### config.mk
export PLATFORM = sky130hd
export DESIGN_NAME = wom2_codec
export DESIGN_NICKNAME = d
export VERILOG_FILES = /design/src/rtl/wom2_pkg.sv /design/src/rtl/wom2_decoder.sv /design/src/rtl/wom2_encoder.sv /design/src/rtl/wom2_codec.sv
export SDC_FILE = /design/constraint.sdc
export NUM_CORES = 1
export LEC_CHECK = 0
export BUFFER_PORTS_ARGS = -buffer_cell sky130_fd_sc_hd__buf_2
export CAP_MARGIN = 30
export CORE_MARGIN = 2
export CORE_UTILIZATION = 45
export CTS_CLUSTER_DIAMETER = 80
export DETAILED_ROUTE_END_ITERATION = 7
export GPL_TIMING_DRIVEN = 0
export HOLD_SLACK_MARGIN = 0.05
export PLACE_DENSITY = 0.79
export SLEW_MARGIN = 5
export SYNTH_ARGS = -nofsm -noshare
export SYNTH_HDL_FRONTEND = slang
export SYNTH_SLANG_ARGS = --single-unit
### constraint.sdc
create_clock -name clk -period 2.45 [get_ports clk]
set_clock_uncertainty 0.1 [all_clocks]
set_input_delay 0.1225 -clock clk [delete_from_list [all_inputs] [get_ports clk]]
set_output_delay 0.1225 -clock clk [all_outputs]
set_load 0.05 [all_outputs]
### src/rtl/wom2_pkg.sv
// Package: shared widths, generation encoding and the two codebooks.
// Assumes erased cells read as 1 and programming only clears bits.
package wom2_pkg;
    localparam int SYM_W  = 2;
    localparam int CODE_W = 3;
    localparam int CNT_W  = $clog2(CODE_W + 1);
    localparam logic [CODE_W-1:0] CW_BLANK = '1;

    typedef enum logic [1:0] {
        GEN_BLANK  = 2'd0,
        GEN_ONCE   = 2'd1,
        GEN_TWICE  = 2'd2
    } wom_gen_e;

    // First-write codebook: a single zero marks the value (00 keeps all ones).
    function automatic logic [CODE_W-1:0] book_first(input logic [SYM_W-1:0] v);
        case (v)
            2'b00:   book_first = 3'b111;
            2'b01:   book_first = 3'b110;
            2'b10:   book_first = 3'b101;
            default: book_first = 3'b011;
        endcase
    endfunction

    // Second-write codebook: a single one marks the value (00 clears all).
    function automatic logic [CODE_W-1:0] book_second(input logic [SYM_W-1:0] v);
        case (v)
            2'b00:   book_second = 3'b000;
            2'b01:   book_second = 3'b001;
            2'b10:   book_second = 3'b010;
            default: book_second = 3'b100;
        endcase
    endfunction
endpackage

### src/rtl/wom2_decoder.sv
// Module: wom2_decoder
// Classifies a stored codeword by its count of ones and recovers its value.
// Assumes every 3-bit pattern is a possible input; all are mapped.
module wom2_decoder
    import wom2_pkg::*;
(
    input  logic [CODE_W-1:0] cw_in,
    output wom_gen_e          gen_out,
    output logic [SYM_W-1:0]  val_out
);
    logic [CNT_W-1:0] ones;

    // Count the set bits of the codeword.
    always_comb begin
        ones = '0;
        for (int i = 0; i < CODE_W; i++) begin
            ones = ones + CNT_W'(cw_in[i]);
        end
    end

    // Map the count to a generation and the marker position to a value.
    always_comb begin
        gen_out = GEN_TWICE;
        val_out = '0;
        if (ones == CNT_W'(CODE_W)) begin
            gen_out = GEN_BLANK;
        end else if (ones == CNT_W'(CODE_W - 1)) begin
            gen_out = GEN_ONCE;
            for (int i = 0; i < CODE_W; i++) begin
                if (!cw_in[i]) val_out = SYM_W'(i + 1);
            end
        end else begin
            for (int i = 0; i < CODE_W; i++) begin
                if (cw_in[i]) val_out = SYM_W'(i + 1);
            end
        end
    end
endmodule

### src/rtl/wom2_encoder.sv
// Module: wom2_encoder
// Picks the next codeword from the stored word's generation and value.
// Rejects overflow past the second write and any 0-to-1 flip.
// Assumes gen_in/val_in come from decoding stored_in.
module wom2_encoder
    import wom2_pkg::*;
(
    input  logic [CODE_W-1:0] stored_in,
    input  wom_gen_e          gen_in,
    input  logic [SYM_W-1:0]  val_in,
    input  logic [SYM_W-1:0]  data_in,
    output logic [CODE_W-1:0] next_cw,
    output logic              reject
);
    logic [CODE_W-1:0] cand;
    logic              overflow;
    logic              raises_bit;

    // Choose the candidate word for the requested symbol.
    always_comb begin
        cand     = stored_in;
        overflow = 1'b0;
        unique case (gen_in)
            GEN_BLANK: cand = book_first(data_in);
            GEN_ONCE:  cand = (data_in == val_in) ? stored_in : book_second(data_in);
            default: begin
                if (data_in != val_in) overflow = 1'b1;
            end
        endcase
    end

    // Guard against any bit that would need to go from 0 to 1.
    always_comb begin
        raises_bit = |(cand & ~stored_in);
        reject     = overflow | raises_bit;
        next_cw    = reject ? stored_in : cand;
    end
endmodule

### src/rtl/wom2_codec.sv
// Module: wom2_codec (top)
// Registers the encode and decode results on each strobe.
// Assumes stored_cw and wr_data are stable at the strobe edge.
module wom2_codec
    import wom2_pkg::*;
(
    input  logic       clk,
    input  logic       rst_n,
    input  logic       enc_strobe,
    input  logic [1:0] wr_data,
    input  logic [2:0] stored_cw,
    output logic [2:0] new_cw,
    output logic [1:0] rd_data,
    output logic [1:0] rd_gen,
    output logic       upd_err
);
    wom_gen_e          dec_gen;
    logic [SYM_W-1:0]  dec_val;
    logic [CODE_W-1:0] enc_cw;
    logic              enc_rej;

    wom2_decoder u_dec (
        .cw_in   (stored_cw),
        .gen_out (dec_gen),
        .val_out (dec_val)
    );

    wom2_encoder u_enc (
        .stored_in (stored_cw),
        .gen_in    (dec_gen),
        .val_in    (dec_val),
        .data_in   (wr_data),
        .next_cw   (enc_cw),
        .reject    (enc_rej)
    );

    // Capture the results on a strobe; hold them otherwise.
    always_ff @(posedge clk) begin
        if (!rst_n) begin
            new_cw  <= CW_BLANK;
            rd_data <= '0;
            rd_gen  <= GEN_BLANK;
            upd_err <= 1'b0;
        end else if (enc_strobe) begin
            new_cw  <= enc_cw;
            rd_data <= dec_val;
            rd_gen  <= dec_gen;
            upd_err <= enc_rej;
        end
    end
endmodule

== After elaboration in Yosys (flattened, before gate mapping) ==
Index checks and enable logic that the tools add are counted.

* Add/subtract/negate cells: 2
* Equality and inequality tests: 7
* Muxes and demuxes: 17
* Bitwise gates (word level): 3
* Reduce and logical (&&, ||, !) cells: 4

{| class="wikitable"
|+ Operators with widths
! cell !! number
|-
| $pmux W3 S3 || 2
|-
| $mux W2 || 8
|-
| $eq A2 B2 Y1 const B || 3
|-
| $mux W3 || 2
|-
| $pmux W3 S2 || 1
|-
| $eq A2 B1 Y1 const B || 2
|-
| $logic_not A2 Y1 || 2
|-
| $mux W1 || 4
|-
| $and A3 B3 Y3 || 1
|-
| $not A3 Y3 || 1
|-
| $reduce_or A3 Y1 || 1
|-
| $add A1 B1 Y2 || 1
|-
| $add A2 B1 Y2 || 1
|-
| $eq A2 B2 Y1 || 1
|-
| $ne A2 B2 Y1 || 1
|-
| $reduce_or A2 Y1 || 1
|-
| $or A1 B1 Y1 || 1
|}

* Register bits after elaboration: 8
* Bits of input ports: 8
* Output and inout port bits: 8
* Logic and storage cells: 37

== Depth between registers and ports, before layout ==
Gate-level depths: netlist of run 1.

* Depth after elaboration: 12
* Gate-level depth with buffers: 9
* Mapped depth without buffers: 7

== Cells and area by module ==
From an unflattened synthesis of run 1, not the netlist that was laid out.

* Cells, all modules: 72
* Area, all modules: 605.6 um2

{| class="wikitable"
|+ Modules (own cells, without submodules)
! module !! times used !! cells an instance !! area each (um2) !! seq. area each (um2)
|-
| wom2_codec || 1 || 25 || 294.0 || 160.2
|-
| wom2_encoder || 1 || 35 || 225.2 || 0.0
|-
| wom2_decoder || 1 || 12 || 86.3 || 0.0
|}

== Least setup slack after synthesis of run 1 ==
No wires, ideal clock.

* Kind: input -> register
* Start: input port stored_cw[1]
* End: register new_cw[1]
* Setup time: 63 ps
* Data arrival time: 1783 ps
* Data required time: 2287 ps
* Path slack: 504 ps
* Stages on the path: 9
* Buffers on the path: 2
* Cell sequence: buf_4 > inv_1 > fa_1 > buf_4 > nor2b_4 > a21oi_1 > a21o_1 > a221o_1 > nand3_1

* Cells in the longest elaborated chain, start to end: 12
* Elaborated cells on any way between the ends: 26
* Classes of those cells: 2 x add/sub; 5 x eq/ne; 13 x mux; 3 x bitwise; 3 x reduce/logical

{| class="wikitable"
|+ RTL lines
! element !! line !! RTL
|-
| start: declaration || wom2_codec.sv:11 || <nowiki>input logic [2:0] stored_cw,</nowiki>
|-
| $add A1 B1 Y2 || wom2_decoder.sv:17 || <nowiki>ones = ones + CNT_W'(cw_in[i]);</nowiki>
|-
| $add A2 B1 Y2 || wom2_decoder.sv:17 ||
|-
| $eq A2 B2 Y1 || wom2_decoder.sv:27 || <nowiki>end else if (ones == CNT_W'(CODE_W - 1)) begin</nowiki>
|-
| $mux W2 || wom2_decoder.sv:27 ||
|-
| $mux W2 || wom2_decoder.sv:25 || <nowiki>if (ones == CNT_W'(CODE_W)) begin</nowiki>
|-
| $eq A2 B2 Y1 || wom2_encoder.sv:25 || <nowiki>GEN_ONCE: cand = (data_in == val_in) ? stored_in : book_second(data_in);</nowiki>
|-
| $mux W3 || wom2_encoder.sv:25 ||
|-
| $pmux W3 S2 || wom2_encoder.sv:23 || <nowiki>unique case (gen_in)</nowiki>
|-
| $and A3 B3 Y3 || wom2_encoder.sv:34 || <nowiki>raises_bit = |(cand & ~stored_in);</nowiki>
|-
| $reduce_or A3 Y1 || wom2_encoder.sv:34 ||
|-
| $or A1 B1 Y1 || wom2_encoder.sv:35 || <nowiki>reject = overflow | raises_bit;</nowiki>
|-
| $mux W3 (*) || wom2_encoder.sv:36 || <nowiki>next_cw = reject ? stored_in : cand;</nowiki>
|-
| end signal: assignment || wom2_codec.sv:45 || <nowiki>new_cw <= enc_cw;</nowiki>
|-
| end: declaration || wom2_codec.sv:12 || <nowiki>output logic [2:0] new_cw,</nowiki>
|}

Mark *: on every way between the ends. The rest lies on a longest branch, timed or not.
A chain may end at the register's enable or synchronous reset.

== Worst setup path in the final report of run 1 ==
Ends and elaborated chain as after synthesis.

==> results of run 1 <==
layout make-up:
class,count,area (um2),share of cell area
flip-flops and latches,8,160,0.194
multi-input cells,69,489,0.592
clock buffers,3,22.5,0.0273
plain buffers,7,50.0,0.0606
inverters,5,18.8,0.0227
well taps,16,20.0,0.0242
repair buffers,13,65.1,0.0788
logic make-up after synthesis:
group / Yosys count
DFF: 8
xor gates and xnor gates: 2
and+or+nand+nor: 33
muxes: 2
buffers and inverters: 12
AOI/OAI and AO/OA: 31
adders and majority gates: 1
power breakdown:
group	switching, uW	internal, uW	total [uW]
clock network	44.2	56.0	100
logic	118	64.2	183
registers	4.77	142	146
worst max-delay path, cell delays in order:
cell and delay [ns]:
buf_2 0.11, buf_4 0.17, inv_1 0.08, fa_1 0.50, buf_4 0.16, nor2b_4 0.22, a21oi_1 0.13, a21o_1 0.19
a221o_1 0.34, nand3_1 0.06
Yosys cell counts (3+ instances only):
cell     instances  area share
nor2_1           8       0.042
nand4_1          3       0.026
nor2b_1          3       0.026
dfxtp_1          8        0.22
nand3_1          4       0.028
inv_2            3       0.016
a21oi_1          6       0.042
o21ai_2          3       0.037
nand2_1          4       0.021
through the flow:
stage / total power (uW) / instances / instance area [um2]
2_1_floorplan: 293 / 89 / 718
3_3_place_gp: 326 / 118 / 803
3_5_place_dp: 330 / 118 / 803
4_1_cts: 430 / 121 / 826
5_1_grt: 457 / 121 / 826
6_report: 429 / 121 / 826
metal layers:
metal  share of wire  vias up  GRT usage
met3           0.039        0     0.0250
li1                -      358          -
met5               0        -          0
met2            0.48       19      0.309
met1            0.48      335      0.232
met4               0        0     0.0606
state kept, by name, indices dropped and copies added, names as in the netlist:
| register | flops |
|---|---|
| rd_data | 2 |
| upd_err | 1 |
| new_cw | 3 |
| rd_gen | 2 |
worst min path at each step:
stage                           from                     end  slack (ns)  cells after the start
after CTS                      rst_n  new_cw[0]$_SDFFE_PN1P_         0.1                      2
after global placement         rst_n  new_cw[0]$_SDFFE_PN1P_        0.35                      2
after global routing           rst_n  new_cw[0]$_SDFFE_PN1P_        0.11                      2
after floorplan           enc_strobe    upd_err$_SDFFE_PN0P_        0.27                      3
final                          rst_n  new_cw[0]$_SDFFE_PN1P_         0.1                      2
after detailed placement       rst_n  new_cw[0]$_SDFFE_PN1P_        0.35                      2
==> impl_metrics.ini, run 1 <==
[detailed_routing]
routed_wl_mm = 1.56
vias_per_cell = 5.88
first_pass_iters = 4
wl_per_cell_um = 12.9
drc_errors = 0
antenna_left = 0
drt_iter0_markers = 27
vias = 712

[clocking]
cts_hold_buf = 0
cts_sinks = 8
cts_buffer_depth = 2
cts_tree = yes
clock_latency_ns = 0.25
ctsResizeCount = 0
cts_setup_buffers = 0
cts_root_buf = clkbuf_4
cts.htree.levels = 1
cts.clk_slew.worst_paths_ns = 0.05
numCtsBuffers = 3

[setup_path]
critPathCaptureType = register
crit_path_end = new_cw[1]$_SDFFE_PN1P_
cp.required_ns = 2.54
timing.rr.start = new_cw[2]$_SDFFE_PN1P_
crit_arrival_ns = 2.09
crit_type = in2reg
timing.rr.end = new_cw[2]$_SDFFE_PN1P_
critPathMaxFanout = 10
crit_path_start_kind = input port
r2r_slack_ns = 1.63
critPathLaunch = stored_cw[1]
reg2reg_depth = 2

[synthesis]
synth_edf_count = 0
synth_compound_area_frac = 0.328
syn_area_um2 = 718
synth_cell_type_count = 41
synth-seq-cells = 8
syn-num-nets = 98
synth_cells = 89
synth_xor_area_frac = 0.0244
ys_warn_count = 0
yosysSeqAreaShare = 0.223
synth_ff_type = dfxtp_1
muxShareOfSynthArea = 0.0279
synth_top_family_by_area = compound AO/OA/AOI/OAI gates
yosys.area_share.simple = 0.274
async_reset_ff_frac = 0
syn_area_per_cell_um2 = 8.07
synthAdderAreaFrac = 0.0279

[cells_and_area]
finish.utilization = 0.548
area_growth_syn_to_layout_pct = 15.0
layout-drive-gt1-share = 0.333
nets = 116
nFillCells = 132
antenna_cells = 0
final_cell_mix = 14 x buf_2, 8 x nor2_1, 8 x dfxtp_1, 6 x a21oi_1
mostFrequentLayoutCell = buf_2

[floorplan]
row_count = 14
core_area_mm2 = 0.00151
initial_core_util = 0.477
fp.dieW_um = 44.0
ios = 16
die_area_mm2 = 0.00193
die_y_um = 44.0

[placement]
pre_cts_ws_ns = 0.212
gp_congestion = 0.906
portBuffers = 13
place_hpwl_mm = 1.17

[power_and_ir_drop]
leakagePower_uw = 0.000363
peakVddDrop_v = 0.000208
power_density_mw_per_mm2 = 520

[global_route]
antenna_found_initial = 0
gr-total-overflow = 0
grt_max_degree = 11
grt_pass1_wl_mm = 2.68
grt_pass1_vias = 637
grtUsageTotal = 0.181

[sta]
setup_ws_ns = 0.454
max_slew_margin = 0.699
post-route-period-util = 0.815
hold_viol_final = 0
worst_pin_slew_ns = 0.452
setup_viol = 0
fin_crit_ns = 2.00
whs_ns = 0.0966
tns_ns = 0
rsz0062_at_grt = false
timing.fmax_ghz = 0.501
drv_slew = 0

[job]
maxCapViolCount = 0

[hold_path]
hold_path.class = in2reg

[run_status]
status = completed
Note: power is estimated with default switching activity, not from simulation.
==> run 2: changes to the inputs <==
- ABC_AREA: unset -> 1
- PLACE_DENSITY: 0.79 -> 0.83
- clock period: 2.45 -> 1.7 ns (I/O delays scaled with it)
==> run 2 against run 1 <==
Against the previous run:
- the run now ends with negative setup slack left
- final cell count increased by 25%
- synthesized cell count increased by 16%
- non-clock buffer count increased by 11
==> impl_metrics.ini, run 2 <==
[clocking]
cts.htree.levels = 1
numCtsBuffers = 3
cts_buffer_depth = 2
clock_latency_ns = 0.27
cts_tree = yes
cts_sinks = 8
cts_root_buf = clkbuf_4
cts.clk_slew.worst_paths_ns = 0.06

[synthesis]
synth_cells = 103
async_reset_ff_frac = 0
syn_area_um2 = 654
syn-num-nets = 112
synth_edf_count = 0
synth_area_leaders = dfxtp_1 24%, nand2_1 14%, nand3_1 9.9%
synth_most_common_cell = nand2_1
synth_top_area_share = 0.245
synth_common_cells = 24 x nand2_1, 14 x inv_1, 13 x nand3_1
syn_area_per_cell_um2 = 6.35
ys_warn_count = 0
synth_cell_type_count = 21
synth-seq-cells = 8
synth_top_area_cell = dfxtp_1
synth_ff_type = dfxtp_1
yosysSeqAreaShare = 0.245

[sta]
timing.fmax_ghz = 0.484
whs_ns = 0.0837
rsz0062_at_grt = true
post-route-period-util = 1.21
setup_viol = 4
fin_crit_ns = 2.07
hold_viol_final = 0
max_slew_margin = 0.765
setup_ws_ns = -0.365
drv_slew = 0
worst_pin_slew_ns = 0.350

[floorplan]
die_y_um = 42.1
fp.dieW_um = 42.1
core_area_mm2 = 0.00133
initial_core_util = 0.491
die_area_mm2 = 0.00178
row_count = 13
ios = 16

[global_route]
grt_pass1_vias = 766
antenna_found_initial = 0
grtUsageTotal = 0.238
gr-total-overflow = 0
grt_max_degree = 11
grt_pass1_wl_mm = 3.21

[power_and_ir_drop]
leakagePower_uw = 0.000535
p_seq_frac = 0.272
internal-power_uw = 436
p_switching_uw = 348
peakVddDrop_v = 0.000421
p_sw_frac = 0.444
power_density_mw_per_mm2 = 768
p_clk_frac = 0.200
comb_power_share = 0.528

[detailed_routing]
routed_wl_mm = 2.31
drt_iter0_markers = 35
antenna_left = 0
wl_per_cell_um = 15.3
vias_per_cell = 5.61
vias = 847
first_pass_iters = 4
drc_errors = 0

[placement]
portBuffers = 15
dpl.cell_count = 133
place_hpwl_mm = 1.25
gp_congestion = 0.833

[cells_and_area]
mostFrequentLayoutCell = nand2_1
antenna_cells = 0
layout-drive-gt1-share = 0.515
final-instance-count-excl-fill = 151
area_growth_syn_to_layout_pct = 55.8
reg_top3 = new_cw (3), rd_data (2), rd_gen (2)
largest_reg_flops = 3
final_cell_mix = 19 x nand2_1, 13 x buf_2, 13 x nand2_2, 13 x buf_4, 11 x inv_1
largest-register = new_cw
nets = 147
nFillCells = 95

[setup_path]
worst-path-buf-inv = 3
crit_chain = buf_12 -> inv_12 -> fa_2 -> inv_2 -> nor2_4 -> nand2_2 -> nand3_2 -> nand2_4 -> nand2_4 -> nand2_2 -> nand3_2 -> nand2_4 -> a21oi_4 -> nand3b_1 -> nand3_1 -> nand2_1
slowest_stage = fa_2
crit_path_start_kind = input port
cp_top_family = simple AND/OR/NAND/NOR gates
crit_type = in2reg
cp.required_ns = 1.76
crit_top_cell = nand2_4
critPathCaptureType = register
max_stage_delay_ns = 0.59
critPathMaxFanout = 4
crit_arrival_ns = 2.13

[hold_path]
hold_path.class = in2reg

[job]
maxCapViolCount = 0

[run_status]
status = complete, but fails checks
failed_checks = negative setup slack
## run 2: cell types whose count changed after synthesis, sizes merged, moves of 3 or more
cell / delta
nor2b: -4
nand3: +10
o211ai: -3
inv: +13
nand2: +32
buf: -5
## run 2: power by group through the flow
stage / clock network [uW] / logic (uW) / registers (uW)
finish: 157 / 414 / 213
global route: 160 / 441 / 214
CTS: 150 / 350 / 212
detailed placement: 0 / 306 / 216
global placement: 0 / 299 / 215
floorplan: 0 / 184 / 274
## run 2: logic make-up after synthesis
| kind of cell | Yosys count | share of synthesized area |
|---|---|---|
| simple gates | 58 | 0.453 |
| fa+ha+maj | 1 | 0.0306 |
| flops | 8 | 0.245 |
| buf+inv | 19 | 0.111 |
| compound gates | 17 | 0.161 |
## run 2: tightest hold or removal path: stages
cell and delay, ns:
buf_2 0.11, nor2_1 0.04, nor2_1 0.06, o21ai_0 0.08, inv_1 0.05
## run 2: layer usage
metal  vias to the layer above  global-route usage  share of wire
li1                        395                   -              -
met1                       399               0.261           0.40
met2                        45               0.397           0.50
met3                         8              0.0819          0.076
met4                         0               0.138          0.021
met5                         -                   0              0
## run 2: stage by stage
step | instance area, um2 | util | total power (uW) | TNS (ns) | setup WS [ns]
4_1_cts | 940 | 0.705 | 713 | -0.652 | -0.184
5_1_grt | 1020 | 0.765 | 815 | -1.64 | -0.449
3_5_place_dp | 786 | 0.589 | 522 | -2.70 | -0.704
6_report | 1020 | 0.765 | 783 | -1.29 | -0.365
2_1_floorplan | 692 | - | 457 | -0.878 | -0.249
3_3_place_gp | 786 | 0.589 | 513 | -2.48 | -0.648
## run 2: timing repair
| item | in CTS | in global routing |
|---|---|---|
| buffers inserted | 6 | 7 |
| hold buffers | 2 | 0 |
| endpoints found under the hold margin | 5 | 0 |
| endpoints found under the setup margin | 4 | 4 |
| gates resized for setup | 17 | 7 |
| pin swaps | 12 | 14 |
## run 2: final timing paths
| check | from | end | slack [ns] | cells after the start |
|---|---|---|---|---|
| worst min-delay path | enc_strobe | rd_data[0]$_SDFFE_PN0P_ | 0.08 | 5 |
| worst min register to register | new_cw[2]$_SDFFE_PN1P_ | new_cw[2]$_SDFFE_PN1P_ | 0.38 | 2 |
| worst max register to register | rd_data[0]$_SDFFE_PN0P_ | rd_data[0]$_SDFFE_PN0P_ | 0.93 | 4 |
| worst max-delay path | stored_cw[1] | new_cw[1]$_SDFFE_PN1P_ | -0.37 | 16 |
## run 2: final cells by class
class / instances / area [um2] / area share
inverters: 18 / 92.6 / 0.0908
flip-flops and latches: 8 / 160 / 0.157
multi-input cells: 76 / 492 / 0.482
well taps: 15 / 18.8 / 0.0184
repair buffers: 30 / 229 / 0.225
clock buffers: 3 / 22.5 / 0.0221
plain buffers: 1 / 5.00 / 0.00491
==> run 3: changes to the inputs <==
- PLACE_DENSITY: 0.83 -> 0.69
- clock period: 1.7 -> 2.2 ns (I/O delays scaled with it)
==> run 3 against run 2 <==
Against the previous run:
- the run now ends clean
- sequential share of layout area is 4.2 points higher
- core utilization is 16 points lower
- sequential power is 23% lower
- critical path depth stayed put
- clock power is 30% lower
- routed wire length is 38% lower
- setup slack better by 0.51 ns
- critical endpoint is now new_cw[2]$_SDFFE_PN1P_
==> impl_metrics.ini, run 3 (same netlist as run 2, synthesis figures left out) <==
[setup_path]
r2r_slack_ns = 1.43
reg2reg_depth = 4
cp.required_ns = 2.25
critPathMaxFanout = 6
critPathCaptureType = register
crit_path_start_kind = input port
crit_arrival_ns = 2.10
crit_type = in2reg
timing.rr.end = rd_data[0]$_SDFFE_PN0P_
timing.rr.start = rd_data[0]$_SDFFE_PN0P_

[sta]
drv_slew = 0
worst_pin_slew_ns = 0.331
hold_viol_final = 0
timing.fmax_ghz = 0.486
fin_crit_ns = 2.06
setup_ws_ns = 0.143
post-route-period-util = 0.935
setup_viol = 0
max_slew_margin = 0.777
rsz0062_at_grt = false

[floorplan]
initial_core_util = 0.491
die_y_um = 42.1
fp.dieW_um = 42.1
row_count = 13
die_area_mm2 = 0.00178
core_area_mm2 = 0.00133
ios = 16

[hold_path]
min_from = stored_cw[1]
hold_path.class = in2reg
hold_path_depth = 3
whs_endpoint = new_cw[1]$_SDFFE_PN1P_

[clocking]
cts.clk_slew.worst_paths_ns = 0.05
cts_root_buf = clkbuf_4
cts_tree = yes
numCtsBuffers = 3
clock_latency_ns = 0.25
cts_buffer_depth = 2
cts_sinks = 8
cts.htree.levels = 1

[cells_and_area]
largest_reg_flops = 3
final_cell_mix = 24 x nand2_1, 15 x buf_2, 13 x nand3_1, 12 x inv_1, 9 x nand2_2
mostFrequentLayoutCell = nand2_1
antenna_cells = 0
nets = 135
largest-register = new_cw
layout-drive-gt1-share = 0.355
final_area_um2 = 806
area_growth_syn_to_layout_pct = 23.1
reg_top3 = new_cw (3), rd_data (2), rd_gen (2)

[power_and_ir_drop]
peakVddDrop_v = 0.000347
leakagePower_uw = 0.000446
power_density_mw_per_mm2 = 629

[global_route]
grt_pass1_wl_mm = 2.30
grtUsageTotal = 0.170
grt_max_degree = 11
gr-total-overflow = 0
antenna_found_initial = 0
grt_pass1_vias = 579

[placement]
portBuffers = 15
placed_area_um2 = 748
pre_cts_ws_ns = -0.227
gp_congestion = 0.888
place_hpwl_mm = 1.15

[detailed_routing]
routed_wl_mm = 1.43
drc_errors = 0
wl_per_cell_um = 10.3
antenna_left = 0
vias_per_cell = 5.12
drt_iter0_markers = 20
vias = 712
first_pass_iters = 6

[job]
maxCapViolCount = 0

[run_status]
status = completed
==> run 3: how the worst max path moves through the flow <==
stage                 start                endpoint  slack (ns)  cells past startpoint
2_1_floorplan  stored_cw[0]  new_cw[0]$_SDFFE_PN1P_        0.14                     15
3_3_place_gp   stored_cw[1]  new_cw[2]$_SDFFE_PN1P_       -0.21                     16
3_5_place_dp   stored_cw[1]  new_cw[2]$_SDFFE_PN1P_       -0.23                     16
4_1_cts        stored_cw[1]  new_cw[2]$_SDFFE_PN1P_        0.03                     16
5_1_grt        stored_cw[0]  new_cw[2]$_SDFFE_PN1P_       0.004                     18
6_report       stored_cw[0]  new_cw[2]$_SDFFE_PN1P_        0.14                     16
==> run 3: where the power goes <==
group          internal [uW]  switching (uW)
combinational           75.5             159
sequential               158            4.93
clock                   62.2            47.3
==> run 3: area by class of cell <==
type | count | area [um2]
tap | 15 | 18.8
clock buffer | 3 | 22.5
buffer | 1 | 5.00
fill | 138 | 528
multi-input combinational | 76 | 429
sequential | 8 | 160
inverter | 18 | 67.6
timing repair buffer | 18 | 103
==> run 3: stage by stage <==
step / total power, uW / setup TNS [ns] / hold WS (ns) / cells / util
floorplan: 342 / 0 / 0.144 / 103 / -
global placement: 385 / -0.679 / 0.294 / 133 / 0.561
detailed placement: 389 / -0.772 / 0.296 / 133 / 0.561
CTS: 501 / 0 / 0.0822 / 137 / 0.585
global route: 544 / 0 / 0.102 / 139 / 0.604
finish: 507 / 0 / 0.0827 / 139 / 0.604
==> run 3: critical path, stage by stage <==
cell     delay, ns
buf_2         0.09
inv_2         0.08
fa_2          0.59
inv_1         0.08
nor2_4        0.16
nand2_1       0.10
nand3_1       0.14
nand2_4       0.09
nand2_4       0.07
nand2_1       0.06
nand3_2       0.07
nand2_4       0.07
a21oi_4       0.17
nand3_1       0.09
nand3_1       0.09
nand2_1       0.04
==> run 3: repair_timing <==
action	CTS	global route
endpoints found under the setup margin	0	4
setup buffers	0	2
gates resized for setup	0	5
endpoints found under the hold margin	3	0
hold buffers	1	0
==> run 3: per-layer routing <==
metal | vias to the layer above | GRT usage | wire length [um]
met4 | 0 | 0.0750 | 13
met5 | - | 0 | 0
met2 | 24 | 0.272 | 687
met3 | 2 | 0.0517 | 111
met1 | 311 | 0.209 | 616
li1 | 375 | - | -
